## src/rtl/sfc_pkg.sv

```systemverilog
package sfc_pkg;

    localparam int unsigned BYTE_W    = 8;
    localparam int unsigned CTRL_ADDR = 2;

    // Fields of the write-only control byte
    typedef struct packed {
        logic [1:0] trig;
        logic       aux;
        logic       en;
        logic       rx_flush;
        logic       tx_flush;
    } ctrl_t;

    // Non-linear threshold map for the receive interrupt
    function automatic logic [7:0] trig_level(input logic [1:0] code);
        case (code)
            2'b00:   return 8'd1;
            2'b01:   return 8'd4;
            2'b10:   return 8'd8;
            default: return 8'd14;
        endcase
    endfunction

endpackage

```

## src/rtl/sfc_ctrl_reg.sv

```systemverilog
module sfc_ctrl_reg
    import sfc_pkg::*;
#(
    parameter int unsigned AW = 3
) (
    input  logic              clk,
    input  logic              rst_n,
    input  logic              wake,
    input  logic              wr,
    input  logic [AW-1:0]     addr,
    input  logic [BYTE_W-1:0] wdata,
    output logic [1:0]        trig_code,
    output logic              fifo_en,
    output logic              aux,
    output logic              rx_flush,
    output logic              tx_flush
);

    ctrl_t ctrl_d, ctrl_q;
    logic  sel;

    assign sel = wr && (addr == AW'(CTRL_ADDR));

    always_comb begin
        ctrl_d          = ctrl_q;
        ctrl_d.rx_flush = 1'b0;
        ctrl_d.tx_flush = 1'b0;
        if (wake) begin
            ctrl_d          = '0;
            ctrl_d.rx_flush = 1'b1;
            ctrl_d.tx_flush = 1'b1;
        end else if (sel) begin
            ctrl_d.trig = wdata[7:6];
            ctrl_d.aux  = wdata[3];
            ctrl_d.en   = wdata[0];
            if (wdata[0] != ctrl_q.en) begin
                ctrl_d.rx_flush = 1'b1;
                ctrl_d.tx_flush = 1'b1;
            end
            if (wdata[1]) ctrl_d.rx_flush = 1'b1;
            if (wdata[2]) ctrl_d.tx_flush = 1'b1;
        end
    end

    always_ff @(posedge clk or negedge rst_n) begin
        if (!rst_n) ctrl_q <= '0;
        else        ctrl_q <= ctrl_d;
    end

    assign trig_code = ctrl_q.trig;
    assign fifo_en   = ctrl_q.en;
    assign aux       = ctrl_q.aux;
    assign rx_flush  = ctrl_q.rx_flush;
    assign tx_flush  = ctrl_q.tx_flush;

    // transmit flush request lasts one cycle unless renewed
    a_r4_tx_self_clear: assert property (@(posedge clk) disable iff (!rst_n)
        !(wake || (sel && (wdata[2] || (wdata[0] != fifo_en)))) |=> !tx_flush);

    // receive flush request lasts one cycle unless renewed
    a_r5_rx_self_clear: assert property (@(posedge clk) disable iff (!rst_n)
        !(wake || (sel && (wdata[1] || (wdata[0] != fifo_en)))) |=> !rx_flush);

    // a change of the enable bit requests both flushes
    a_r6_toggle_flush: assert property (@(posedge clk) disable iff (!rst_n)
        (!wake && sel && (wdata[0] != fifo_en)) |=> (rx_flush && tx_flush));

    // reserved bits do not block the load of the enable bit
    a_r7_rsv_ignored: assert property (@(posedge clk) disable iff (!rst_n)
        (!wake && sel && (wdata[5:4] != 2'b00)) |=> (fifo_en == $past(wdata[0])));

    // wake clears the fields and requests both flushes
    a_r12_wake_clear: assert property (@(posedge clk) disable iff (!rst_n)
        wake |=> (!fifo_en && !aux && trig_code == 2'b00 && rx_flush && tx_flush));

endmodule

```

## src/rtl/sfc_fifo.sv

```systemverilog
module sfc_fifo #(
    parameter int unsigned DW    = 8,
    parameter int unsigned DEPTH = 16,
    localparam int unsigned PW   = $clog2(DEPTH),
    localparam int unsigned CW   = PW + 1
) (
    input  logic          clk,
    input  logic          rst_n,
    input  logic          flush,
    input  logic          single,
    input  logic          push,
    input  logic [DW-1:0] din,
    input  logic          pop,
    output logic [DW-1:0] dout,
    output logic [CW-1:0] count,
    output logic          err
);

    typedef struct packed {
        logic [DEPTH-1:0][DW-1:0] mem;
        logic [PW-1:0]            wp;
        logic [PW-1:0]            rp;
        logic [CW-1:0]            cnt;
        logic                     err;
    } fifo_t;

    fifo_t         st_d, st_q;
    logic [CW-1:0] cap;
    logic          full, empty, do_push, do_pop;

    assign cap     = single ? CW'(1) : CW'(DEPTH);
    assign full    = (st_q.cnt >= cap);
    assign empty   = (st_q.cnt == '0);
    assign do_push = push && !full && !flush;
    assign do_pop  = pop && !empty && !flush;

    always_comb begin
        st_d = st_q;
        if (flush) begin
            st_d.wp  = '0;
            st_d.rp  = '0;
            st_d.cnt = '0;
        end else begin
            if ((push && full) || (pop && empty)) st_d.err = 1'b1;
            if (do_push) begin
                st_d.mem[st_q.wp] = din;
                st_d.wp = (st_q.wp == PW'(DEPTH - 1)) ? '0 : st_q.wp + 1'b1;
            end
            if (do_pop) begin
                st_d.rp = (st_q.rp == PW'(DEPTH - 1)) ? '0 : st_q.rp + 1'b1;
            end
            st_d.cnt = st_q.cnt + CW'(do_push) - CW'(do_pop);
        end
    end

    always_ff @(posedge clk or negedge rst_n) begin
        if (!rst_n) st_q <= '0;
        else        st_q <= st_d;
    end

    assign dout  = st_q.mem[st_q.rp];
    assign count = st_q.cnt;
    assign err   = st_q.err;

    // a push into a full queue leaves the count unchanged and flags it
    a_r8_no_overflow: assert property (@(posedge clk) disable iff (!rst_n)
        (push && full && !pop && !flush) |=> ($stable(count) && err));

    // the error flag is sticky
    a_r8_err_sticky: assert property (@(posedge clk) disable iff (!rst_n)
        err |=> err);

    // occupancy never exceeds the depth
    a_r8_depth_bound: assert property (@(posedge clk) disable iff (!rst_n)
        count <= CW'(DEPTH));

    // a flush cycle leaves the queue empty, whatever was pushed
    a_r11_flush_empties: assert property (@(posedge clk) disable iff (!rst_n)
        flush |=> (count == '0));

endmodule

```

## src/rtl/sfc_top.sv

```systemverilog
module sfc_top
    import sfc_pkg::*;
#(
    parameter int unsigned AW    = 3,
    parameter int unsigned DEPTH = 16,
    localparam int unsigned CW   = $clog2(DEPTH) + 1
) (
    input  logic              clk,
    input  logic              rst_n,
    input  logic              pwr_wake,
    input  logic              host_wr,
    input  logic [AW-1:0]     host_addr,
    input  logic [BYTE_W-1:0] host_wdata,
    output logic [BYTE_W-1:0] host_rdata,
    output logic              fifo_mode,
    output logic              aux_mode,
    input  logic              rx_push,
    input  logic [BYTE_W-1:0] rx_data,
    input  logic              rx_pop,
    output logic [BYTE_W-1:0] rx_dout,
    output logic [CW-1:0]     rx_count,
    output logic              rx_err,
    output logic              rx_irq,
    input  logic              tx_push,
    input  logic [BYTE_W-1:0] tx_data,
    input  logic              tx_pop,
    output logic [BYTE_W-1:0] tx_dout,
    output logic [CW-1:0]     tx_count,
    output logic              tx_err
);

    logic [1:0] trig_code;
    logic       rx_flush, tx_flush;
    logic [7:0] level;

    sfc_ctrl_reg #(.AW(AW)) u_ctrl (
        .clk       (clk),
        .rst_n     (rst_n),
        .wake      (pwr_wake),
        .wr        (host_wr),
        .addr      (host_addr),
        .wdata     (host_wdata),
        .trig_code (trig_code),
        .fifo_en   (fifo_mode),
        .aux       (aux_mode),
        .rx_flush  (rx_flush),
        .tx_flush  (tx_flush)
    );

    sfc_fifo #(.DW(BYTE_W), .DEPTH(DEPTH)) u_rx (
        .clk (clk), .rst_n (rst_n), .flush (rx_flush), .single (!fifo_mode),
        .push (rx_push), .din (rx_data), .pop (rx_pop),
        .dout (rx_dout), .count (rx_count), .err (rx_err)
    );

    sfc_fifo #(.DW(BYTE_W), .DEPTH(DEPTH)) u_tx (
        .clk (clk), .rst_n (rst_n), .flush (tx_flush), .single (!fifo_mode),
        .push (tx_push), .din (tx_data), .pop (tx_pop),
        .dout (tx_dout), .count (tx_count), .err (tx_err)
    );

    assign level  = fifo_mode ? trig_level(trig_code) : 8'd1;
    assign rx_irq = (8'(rx_count) >= level);

    always_comb begin
        host_rdata = '0;
        if (host_addr == AW'(CTRL_ADDR)) begin
            host_rdata[7:6] = fifo_mode ? 2'b11 : 2'b00;
            host_rdata[3:0] = rx_irq ? 4'h4 : 4'h1;
        end
    end

    // the interrupt never fires on an empty receive queue
    a_r3_irq_needs_data: assert property (@(posedge clk) disable iff (!rst_n)
        rx_irq |-> (rx_count != '0));

    // at fourteen bytes every threshold has been reached
    a_r3_top_level_irq: assert property (@(posedge clk) disable iff (!rst_n)
        (fifo_mode && rx_count >= CW'(14)) |-> rx_irq);

    // one held byte always interrupts when queueing is off
    a_r9_single_irq: assert property (@(posedge clk) disable iff (!rst_n)
        (!fifo_mode && rx_count != '0) |-> rx_irq);

endmodule

```

## config.mk

```make
export PLATFORM = sky130hd
export DESIGN_NAME = sfc_top
export DESIGN_NICKNAME = d
export VERILOG_FILES = /design/src/rtl/sfc_pkg.sv /design/src/rtl/sfc_ctrl_reg.sv /design/src/rtl/sfc_fifo.sv /design/src/rtl/sfc_top.sv
export SDC_FILE = /design/constraint.sdc
export NUM_CORES = 1
export LEC_CHECK = 0
export BUFFER_PORTS_ARGS = -buffer_cell sky130_fd_sc_hd__buf_4
export CAP_MARGIN = 20
export CORE_UTILIZATION = 30
export DETAILED_ROUTE_END_ITERATION = 12
export PLACE_DENSITY = 0.54
export SYNTH_ARGS = -nofsm -noshare
export SYNTH_HDL_FRONTEND = slang
export SYNTH_SLANG_ARGS = --single-unit
```

## constraint.sdc

```tcl
create_clock -name clk -period 5.5 [get_ports clk]
set_clock_uncertainty 0.15 [all_clocks]
set_input_delay 0.825 -clock clk [delete_from_list [all_inputs] [get_ports clk]]
set_output_delay 0.825 -clock clk [all_outputs]
set_load 0.02 [all_outputs]
```

Yosys cells after proc, flatten, opt, wreduce, memory -nomap -nowiden
Cells that the tools add are included.
{"block": "op_classes", "add_sub_neg": 8, "n_lt_le_gt_ge": 9, "n_eq_ne": 8, "muxes": 32, "bitwise_logic": 2, "n_reduce_logical": 35}
{"cell": "$bwmux W128", "count": 2}
{"cell": "$bmux W8 S4", "count": 2}
{"cell": "$demux W8 S4", "count": 2}
{"cell": "$mux W8", "count": 5}
{"cell": "$mux W4", "count": 8}
{"cell": "$mux W13", "count": 2}
{"cell": "$lt A4 B5 Y1 const B", "count": 4}
{"cell": "$add A4 B1 Y4 const B", "count": 4}
{"cell": "$eq A4 B4 Y1 const B", "count": 4}
{"cell": "$logic_and A1 B1 Y1", "count": 15}
{"cell": "$mux W6", "count": 2}
{"cell": "$pmux W4 S3", "count": 1}
{"cell": "$add A5 B1 Y5", "count": 2}
{"cell": "$ge A5 B5 Y1", "count": 2}
{"cell": "$logic_not A5 Y1", "count": 2}
{"cell": "$reduce_bool A2 Y1", "count": 5}
{"cell": "$sub A5 B1 Y5", "count": 2}
{"cell": "$ge A4 B1 Y1 const B", "count": 2}
{"cell": "$ge A5 B8 Y1", "count": 1}
{"cell": "$reduce_and A2 Y1", "count": 4}
{"cell": "$logic_not A1 Y1", "count": 6}
{"cell": "$mux W2", "count": 3}
{"cell": "$mux W3", "count": 2}
{"cell": "$mux W5", "count": 1}
{"cell": "other kinds (8)", "count": 11}
{"block": "totals", "reg_bits": 290, "out_inout_bits": 39, "wordCells": 139}

Logic depth before layout (Yosys ltp)
Gate-level depths: netlist of run 1.
{"block": "depth", "ltp_word": 8, "mapped_depth": 13, "depth_no_buf": 13}

Cells and area by module
Synthesis of run 1 repeated with hierarchy kept, for this count alone.
{"block": "hier_totals", "hier_cells": 1047, "area_unflattened_um2": 14725.4}
{"module": "sfc_fifo (u_tx)", "n_inst": 1, "cells_each": 513, "area_each_um2": 7263.2}
{"module": "sfc_fifo (u_rx)", "n_inst": 1, "cells_each": 485, "area_each_um2": 6966.7}
{"module": "sfc_ctrl_reg", "n_inst": 1, "cells_each": 26, "area_each_um2": 301.5}
{"module": "sfc_top", "n_inst": 1, "cells_each": 23, "area_each_um2": 193.9}

Worst setup path before layout of run 1
No wires, ideal clock.
{"block": "synth_path", "kind": "flip-flop to output port", "start": "register u_ctrl.ctrl_q (netlist bit u_ctrl.fifo_en)", "end": "output host_rdata[0]", "arrival_time_ns": 2.550, "t_required_ns": 4.525, "setup_slack_ns": 1.975, "path_stages_with_launch": 8, "path_buffers": 0, "cell_sequence": "dfrtp_1 > o21ai_0 > ha_1 > nand2b_1 > a21o_1 > a21o_1 > a211o_1 > nor4b_1"}
{"block": "synth_between", "elab_chain_len": 4}
{"item": "start, declared", "line": "sfc_ctrl_reg.sv:19", "source": "ctrl_t ctrl_d, ctrl_q;"}
{"item": "start signal, assigned", "line": "sfc_ctrl_reg.sv:47", "source": "else ctrl_q <= ctrl_d;"}
{"item": "$mux W8", "line": "sfc_top.sv:62", "source": "assign level = fifo_mode ? trig_level(trig_code) : 8'd1;"}
{"item": "$ge A5 B8 Y1", "line": "sfc_top.sv:63", "source": "assign rx_irq = (8'(rx_count) >= level);"}
{"item": "named net rx_irq", "line": "sfc_top.sv:23", "source": "output logic rx_irq,"}
{"item": "$mux W3", "line": "sfc_top.sv:69", "source": "host_rdata[3:0] = rx_irq ? 4'h4 : 4'h1;"}
{"item": "$mux W3", "line": "sfc_top.sv:67", "source": "if (host_addr == AW'(CTRL_ADDR)) begin"}
{"item": "end, declared", "line": "sfc_top.sv:14", "source": "output logic [BYTE_W-1:0] host_rdata,"}
The timed path passes the listed nets, and every way through them passes these cells.

Final worst setup path of run 1
{"block": "layout_path", "start": "register u_rx.st_q[6] (netlist name)", "end": "output rx_dout[2]"}
{"block": "layout_between", "elab_chain_len": 2}
{"item": "start, declared", "line": "sfc_fifo.sv:27", "source": "fifo_t st_d, st_q;"}
{"item": "start signal, assigned", "line": "sfc_fifo.sv:58", "source": "else st_q <= st_d;"}
{"item": "$bmux W8 S4", "line": "sfc_fifo.sv:61", "source": "assign dout = st_q.mem[st_q.rp];"}
{"item": "$mux W8 (not written as such)", "line": "sfc_fifo.sv:61"}
{"item": "end, declared", "line": "sfc_top.sv:20", "source": "output logic [BYTE_W-1:0] rx_dout,"}
Every way passes these cells. The select of a mux whose other input is x is not followed.

==> reports/metrics.yaml, run 1 <==
cts_made_buffers: 34
fin_nets: 1147
cts_tree: "yes"
worst_path_max_delay_cell: "dfrtp_2"
cts_htree_levels: 2
final.setup.tns_ns: 0
ys_types: 52
ys_seq_elements: 290
maxCapViolations: 0
critPathBufInv: 2
grt_first_pass_wirelength_um: 50900
worst-endpoint-arrival_ns: 3.11
power.share.combinational_pct: 27.4
synth_compound_area_share_pct: 4.30
min_period_over_period_pct: 74.3
synthFlopType: "dfrtp_1"
status: "finished, violations left"
clkSinkCount: 290
power.internal_uw: 4560
layout.cells.non_filler: 1703
violations: "DRC"
grt_pass1_vias: 8810
synth_fa_ha_area_share_pct: 3.28
critPathMaxFanout: 26
cts_resized: 0
dieArea_um2: 48200
clockPowerShare_pct: 33.7
worst_slew_pin_slew_ns: 1.03
clock_latency_ns: 0.53
dr.pass1.iters: 8
async_reset_ff_share_pct: 100
max_stage_delay_ns: 0.93
path_common_cell: "buf_4"
synth_edf_count: 0
overflow: 0
routabilityCongestion: 0.747
grt_usage_pct: 13.5
path_cells: "buf_4 > mux4_2 > nor2b_1 > a211oi_1 > a21oi_1 > buf_4"
row_count: 79
synth-xor-area-share_pct: 0.678
switching_share_pct: 31.0
p_seq_share_pct: 38.9
leakage_uw: 0.00761
vias: 8323
layout-drive-gt1-share_pct: 42.5
muxShareOfSynthArea_pct: 31.1
synth_area_leaders: "dfrtp_1 (51%), mux2_2 (21%), mux4_2 (7.6%), ha_1 (3.0%), mux2i_1 (2.5%)"
fmax_mhz: 245
synthSimpleGateAreaFrac_pct: 6.46
p_per_area_nw_per_um2: 405
hold_buffers: 0
syn_area_um2: 14200
hp-class: "input pin to async pin"
route.detailed.drc: 15
diodes: 0
start_util_pct: 30.4
hold_viol: 0
viasPerCell: 4.89
finalMaxSlewViolations: 0
io_buffers: 67
ir_worst_vdd_mv: 0.269
clk_path_buf_depth: 3
start_kind: "flop"
core_area_um2: 46700
setup_viol: 0
die_w_um: 220
yosysTopAreaCell: "dfrtp_1"
fin_crit_ns: 4.09
critical-path-top-delay-family: "flip-flops"
end_kind: "output pin"
path_clk_slew_ns: 0.06
power.switching_uw: 2050
detail-route-antenna-nets: 0
fp.dieH_um: 220
seq_area_frac_synth_pct: 51.1
grt_max_degree: 105
avgSynthCellArea_um2: 13.7
dp_hpwl_um: 20500
synth_warnings: 0
antenna_found_initial: 0
drt-initial-drc-count: 480
syn_to_final_growth_pct: 14.9
top_level_ports: 74
crit_required_ns: 4.53
netlist_instances: 1035
synth_top_family_by_area: "multiplexers"
postCtsSetupBuffers: 0
path_class: "flop to output pin"
synth_top_area_share_pct: 51.1
rsz0062_at_grt: "false"
routed_wl_um: 31500
cts_root_buf: "clkbuf_16"
drt-wirelength-per-cell_um: 18.5
dpl.cell_count: 1647
slew_headroom_pct: 31.1
-- cell type report --
cell class	count	area, µm²
Clock buffer	47	1000
Sequential cell	290	7260
Multi-Input combinational cell	653	6520
Clock inverter	9	97.6
Tap cell	607	759
Timing Repair Buffer	78	606
Fill cell	4554	30300
Inverter	19	71.3
-- power groups by stage --
| stage | clock, µW | combinational, µW | sequential [µW] |
|---|---|---|---|
| 6_report | 2230 | 1810 | 2570 |
| 5_1_grt | 2380 | 2000 | 2610 |
| 4_1_cts | 2300 | 1840 | 2580 |
| 3_5_place_dp | 0 | 1840 | 2610 |
| 3_3_place_gp | 0 | 1820 | 2600 |
| 2_1_floorplan | 0 | 1400 | 2500 |
-- layout by cell type (no fill, tap or decap), types with 7 or more instances in the layout --
| master | count |
|---|---|
| a22oi_1 | 9 |
| nand2b_1 | 8 |
| a21oi_1 | 37 |
| a211oi_1 | 8 |
| buf_4 | 76 |
| xor2_1 | 8 |
| o21ai_0 | 26 |
| dfrtp_1 | 288 |
| a221oi_1 | 8 |
| inv_1 | 19 |
| clkbuf_8 | 8 |
| mux2i_1 | 36 |
| nand2_2 | 8 |
| nand3_2 | 7 |
| mux2_2 | 262 |
| nor2b_1 | 23 |
| nand3_1 | 17 |
| mux4_2 | 48 |
| ha_1 | 34 |
| clkbuf_16 | 35 |
| nand2_1 | 29 |
| nor2_1 | 26 |
| and2_1 | 8 |
-- through the flow --
step	utilization, %	hold slack (ns)	setup WS (ns)	total power (µW)	area (µm²)
2_1_floorplan	-	0.314	1.97	3900	14200
3_3_place_gp	32.6	0.311	1.86	4420	15200
3_5_place_dp	32.6	0.317	1.86	4450	15200
4_1_cts	35.0	0.226	1.27	6720	16300
5_1_grt	35.0	0.238	1.17	7000	16300
6_report	35.0	0.147	1.41	6610	16300
-- Yosys cell counts, types with 2 or more instances --
cell      number
dfrtp_1      290
mux2_2       262
mux4_2        48
clkbuf_1      44
a21oi_1       37
mux2i_1       36
ha_1          34
nand2_1       29
nor2_1        26
o21ai_0       26
nor2b_1       23
inv_1         19
buf_4         17
nand3_1       17
buf_2         12
a22oi_1        9
a211oi_1       8
a221oi_1       8
and2_1         8
nand2_2        8
nand2b_1       8
xor2_1         8
nand3_2        7
nand4_2        4
or3_1          4
buf_1          3
nor3b_1        3
nor4b_1        3
xnor2_1        3
a21o_1         2
a311o_1        2
a31oi_1        2
fa_1           2
mux2_1         2
nor3_1         2
nor4b_4        2
or2_2          2
-- state kept, by name (all words and copies together) (netlist names) --
name	flops
u_rx.count	5
u_ctrl.fifo_en	1
u_tx.count	5
u_rx.st_q	136
u_tx.err	1
u_tx.st_q	136
u_rx.err	1
u_ctrl.aux	1
u_ctrl.trig_code	2
u_ctrl.rx_flush	1
u_ctrl.tx_flush	1
-- layer usage --
layer  part of all wire, %  track usage, %  vias to the layer above
met5                     0               0                        -
met4                   2.0            4.05                        0
met3                   3.7            2.51                       48
met2                    48            22.0                      120
met1                    47            18.2                     4300
li1                      -               -                     3855
-- worst paths after layout --
path                            depth (start not counted)  slack (ns)             end      startpoint
worst min register to register                          1        0.33        u_rx.err        u_rx.err
worst max-delay path                                    6        1.41      rx_dout[2]    u_rx.st_q[6]
min in group clk                                        1        0.33        u_rx.err        u_rx.err
max in group asynchronous                               2        3.84  u_rx.st_q[122]           rst_n
worst max register to register                         12        2.09   u_rx.count[4]  u_ctrl.fifo_en
worst min-delay path                                    1        0.15   u_tx.count[4]           rst_n
-- logic make-up after synthesis --
| group | after synthesis |
|---|---|
| adders and majority gates | 36 |
| buffers and inverters | 95 |
| DFF | 290 |
| and+or+nand+nor | 154 |
| muxes | 348 |
| AOI/OAI and AO/OA | 100 |
| xor gates and xnor gates | 11 |
| other | 1 |
Power figures use the tool's default switching activity.
==> inputs of run 2 (changes only) <==
==> constraint.sdc (replaced) <==
create_clock -name clk -period 4 [get_ports clk]
set_clock_uncertainty 0.15 [all_clocks]
set_input_delay 0.6 -clock clk [delete_from_list [all_inputs] [get_ports clk]]
set_output_delay 0.6 -clock clk [all_outputs]
set_load 0.02 [all_outputs]
==> run 2 against run 1 <==
The run still ends with DRC left. Combinational power is 41% higher. Non-clock buffer count is 7 higher. Critical path depth unchanged. Sequential share of layout area down 0.25 points. Worst setup slack got worse by 0.98 ns. Largest power group unchanged. Cell count grew 0.70%. Sequential cell count did not move. Via count increased by 0.11%. Critical endpoint unchanged. Register-to-register slack got worse by 1.4 ns. Sequential power is 37% higher.
==> reports/metrics.yaml, run 2 (same netlist as run 1, synthesis figures left out) <==
antenna_found_initial: 0  # unchanged
detail-route-antenna-nets: 0  # unchanged
fin_crit_ns: 3.57
p_per_area_nw_per_um2: 555  # was 405 nW/µm²
worst-endpoint-arrival_ns: 2.82  # was 3.11 ns
slew_headroom_pct: 47.4  # was 31.1%
path_clk_slew_ns: 0.06  # about the same
fp.dieH_um: 220  # unchanged
hold_buffers: 1  # was 0
diodes: 0  # unchanged
drt-wirelength-per-cell_um: 18.3  # was 18.5 µm
hp-class: "input pin to flop"  # was input pin to async pin
dr.pass1.iters: 9  # was 8
min_period_over_period_pct: 89.1
dieArea_um2: 48200  # unchanged
layout-drive-gt1-share_pct: 42.7  # was 42.5%
grt_first_pass_wirelength_um: 50300  # was 50900 µm
row_count: 79  # unchanged
clkSinkCount: 290  # unchanged
start_kind: "flop"  # unchanged
grt_usage_pct: 13.4  # was 13.5%
vias: 8332  # was 8323
violations: "DRC"  # unchanged
path_class: "flop to output pin"  # unchanged
final.setup.tns_ns: 0  # unchanged
fill_cells: 4558  # was 4554
worst_path_max_delay_cell: "dfrtp_1"  # was dfrtp_2
status: "finished, violations left"  # unchanged
holdWs_ns: 0.146  # was 0.147 ns
critPathMaxFanout: 18  # was 26
grt_pass1_vias: 8756  # was 8810
core_area_um2: 46700  # unchanged
ir_worst_vdd_mv: 0.386  # was 0.269 mV
setup_viol: 0  # unchanged
end_kind: "output pin"  # unchanged
finalInstanceArea_um2: 16400  # was 16300 µm²
routed_wl_um: 31500  # about the same
clk_path_buf_depth: 3  # unchanged
hold_viol: 0  # unchanged
grt_max_degree: 99  # was 105
syn_to_final_growth_pct: 15.5  # was 14.9%
fin_util_pct: 35.2  # was 35.0%
dpl-instance-area_um2: 15300  # was 15200 µm²
clock_latency_ns: 0.54  # was 0.53 ns
path_common_cell: "buf_4"  # unchanged
final_common_cell: "dfrtp_1"  # unchanged
routabilityCongestion: 0.753  # was 0.747
cts_made_buffers: 35  # was 34
fin_nets: 1155  # was 1147
layout_common_cells: "dfrtp_1 (288), mux2_2 (262), buf_4 (79), mux4_2 (48), a21oi_1 (37)"  # was dfrtp_1 (288), mux2_2 (262), buf_4 (76), mux4_2 (48), a21oi_1 (37)
cts_root_buf: "clkbuf_16"  # unchanged
path_cells: "buf_4 > buf_4 > mux4_2 > mux2i_1 > a21oi_1 > buf_4"  # was buf_4 > mux4_2 > nor2b_1 > a211oi_1 > a21oi_1 > buf_4
top_level_ports: 74  # unchanged
worst_slew_pin_slew_ns: 0.788  # was 1.03 ns
postCtsSetupBuffers: 0  # unchanged
rsz0062_at_grt: "false"  # unchanged
fmax_mhz: 280
max_stage_delay_ns: 0.83  # was 0.93 ns
cts_resized: 0  # unchanged
overflow: 0  # unchanged
drt-initial-drc-count: 368  # was 480
largestRegisters: "u_rx.st_q x136, u_tx.st_q x136"  # unchanged
dp_hpwl_um: 20600  # was 20500 µm
route.detailed.drc: 14  # was 15
finalMaxSlewViolations: 0  # unchanged
leakage_uw: 0.00765  # was 0.00761 µW
start_util_pct: 30.4  # unchanged
crit_required_ns: 3.25  # was 4.53 ns
p_total_uw: 9100  # was 6610 µW
viasPerCell: 4.86  # was 4.89
io_buffers: 67  # unchanged
cts_tree: "yes"  # unchanged
maxCapViolations: 0  # unchanged
die_w_um: 220  # unchanged
cts_htree_levels: 2  # unchanged
-- run 2: cell types whose count changed in the layout (fill, tap and decap cells not counted) --
cell and delta:
clkinv_2 +2, clkinvlp_4 +1, clkbuf_8 -3, buf_4 +3
clkinv_4 +1, dlygate4sd3_1 +1, buf_12 +3, clkbuf_1 +4
-- run 2: through the flow --
stage,std cells,setup slack (ns)
finish,1715,0.434
global route,1715,0.253
CTS,1715,0.340
detailed placement,1653,0.668
global placement,1653,0.698
floorplan,1038,0.700
-- run 2: cell type report --
type	count	area [µm²]	share of cell area, %
inverter	19	71.3	0.435
clock inverter	13	124	0.755
tap	607	759	4.63
clock buffer	48	975	5.94
multi-input combinational	653	6520	39.7
sequential	290	7260	44.2
timing repair buffer	85	698	4.26
-- run 2: path summary, 6_finish.rpt --
kind,from,to,slack (ns),cells past startpoint
setup / recovery,u_rx.st_q[7],rx_dout[2],0.43,6
hold / removal,pwr_wake,u_ctrl.fifo_en,0.15,2
setup reg to reg,u_tx.count[2],u_tx.count[4],0.68,13
hold reg to reg,u_tx.err,u_tx.err,0.34,1
max in group asynchronous,rst_n,u_tx.st_q[64],2.16,3
min in group asynchronous,rst_n,u_tx.count[1],0.54,2
-- run 2: routing by layer --
layer	GRT usage, %	up-vias	part of all wire (%)
met5	0	-	0
met3	2.48	44	4.1
li1	-	3859	-
met4	4.31	0	2.0
met2	22.2	120	48
met1	17.7	4309	46
-- run 2: critical path: cells and delay by family (launching register included) --
kind | cells | cell delay (ns)
compound gates | 1 | 0.15
mux | 2 | 0.60
buf+inv | 3 | 0.67
flops | 1 | 0.83
-- run 2: power breakdown --
group	leakage, µW	internal (µW)	switching, µW
Combinational	0.00315	1230	1330
Sequential	0.00397	3260	252
Clock	0.000533	1780	1260
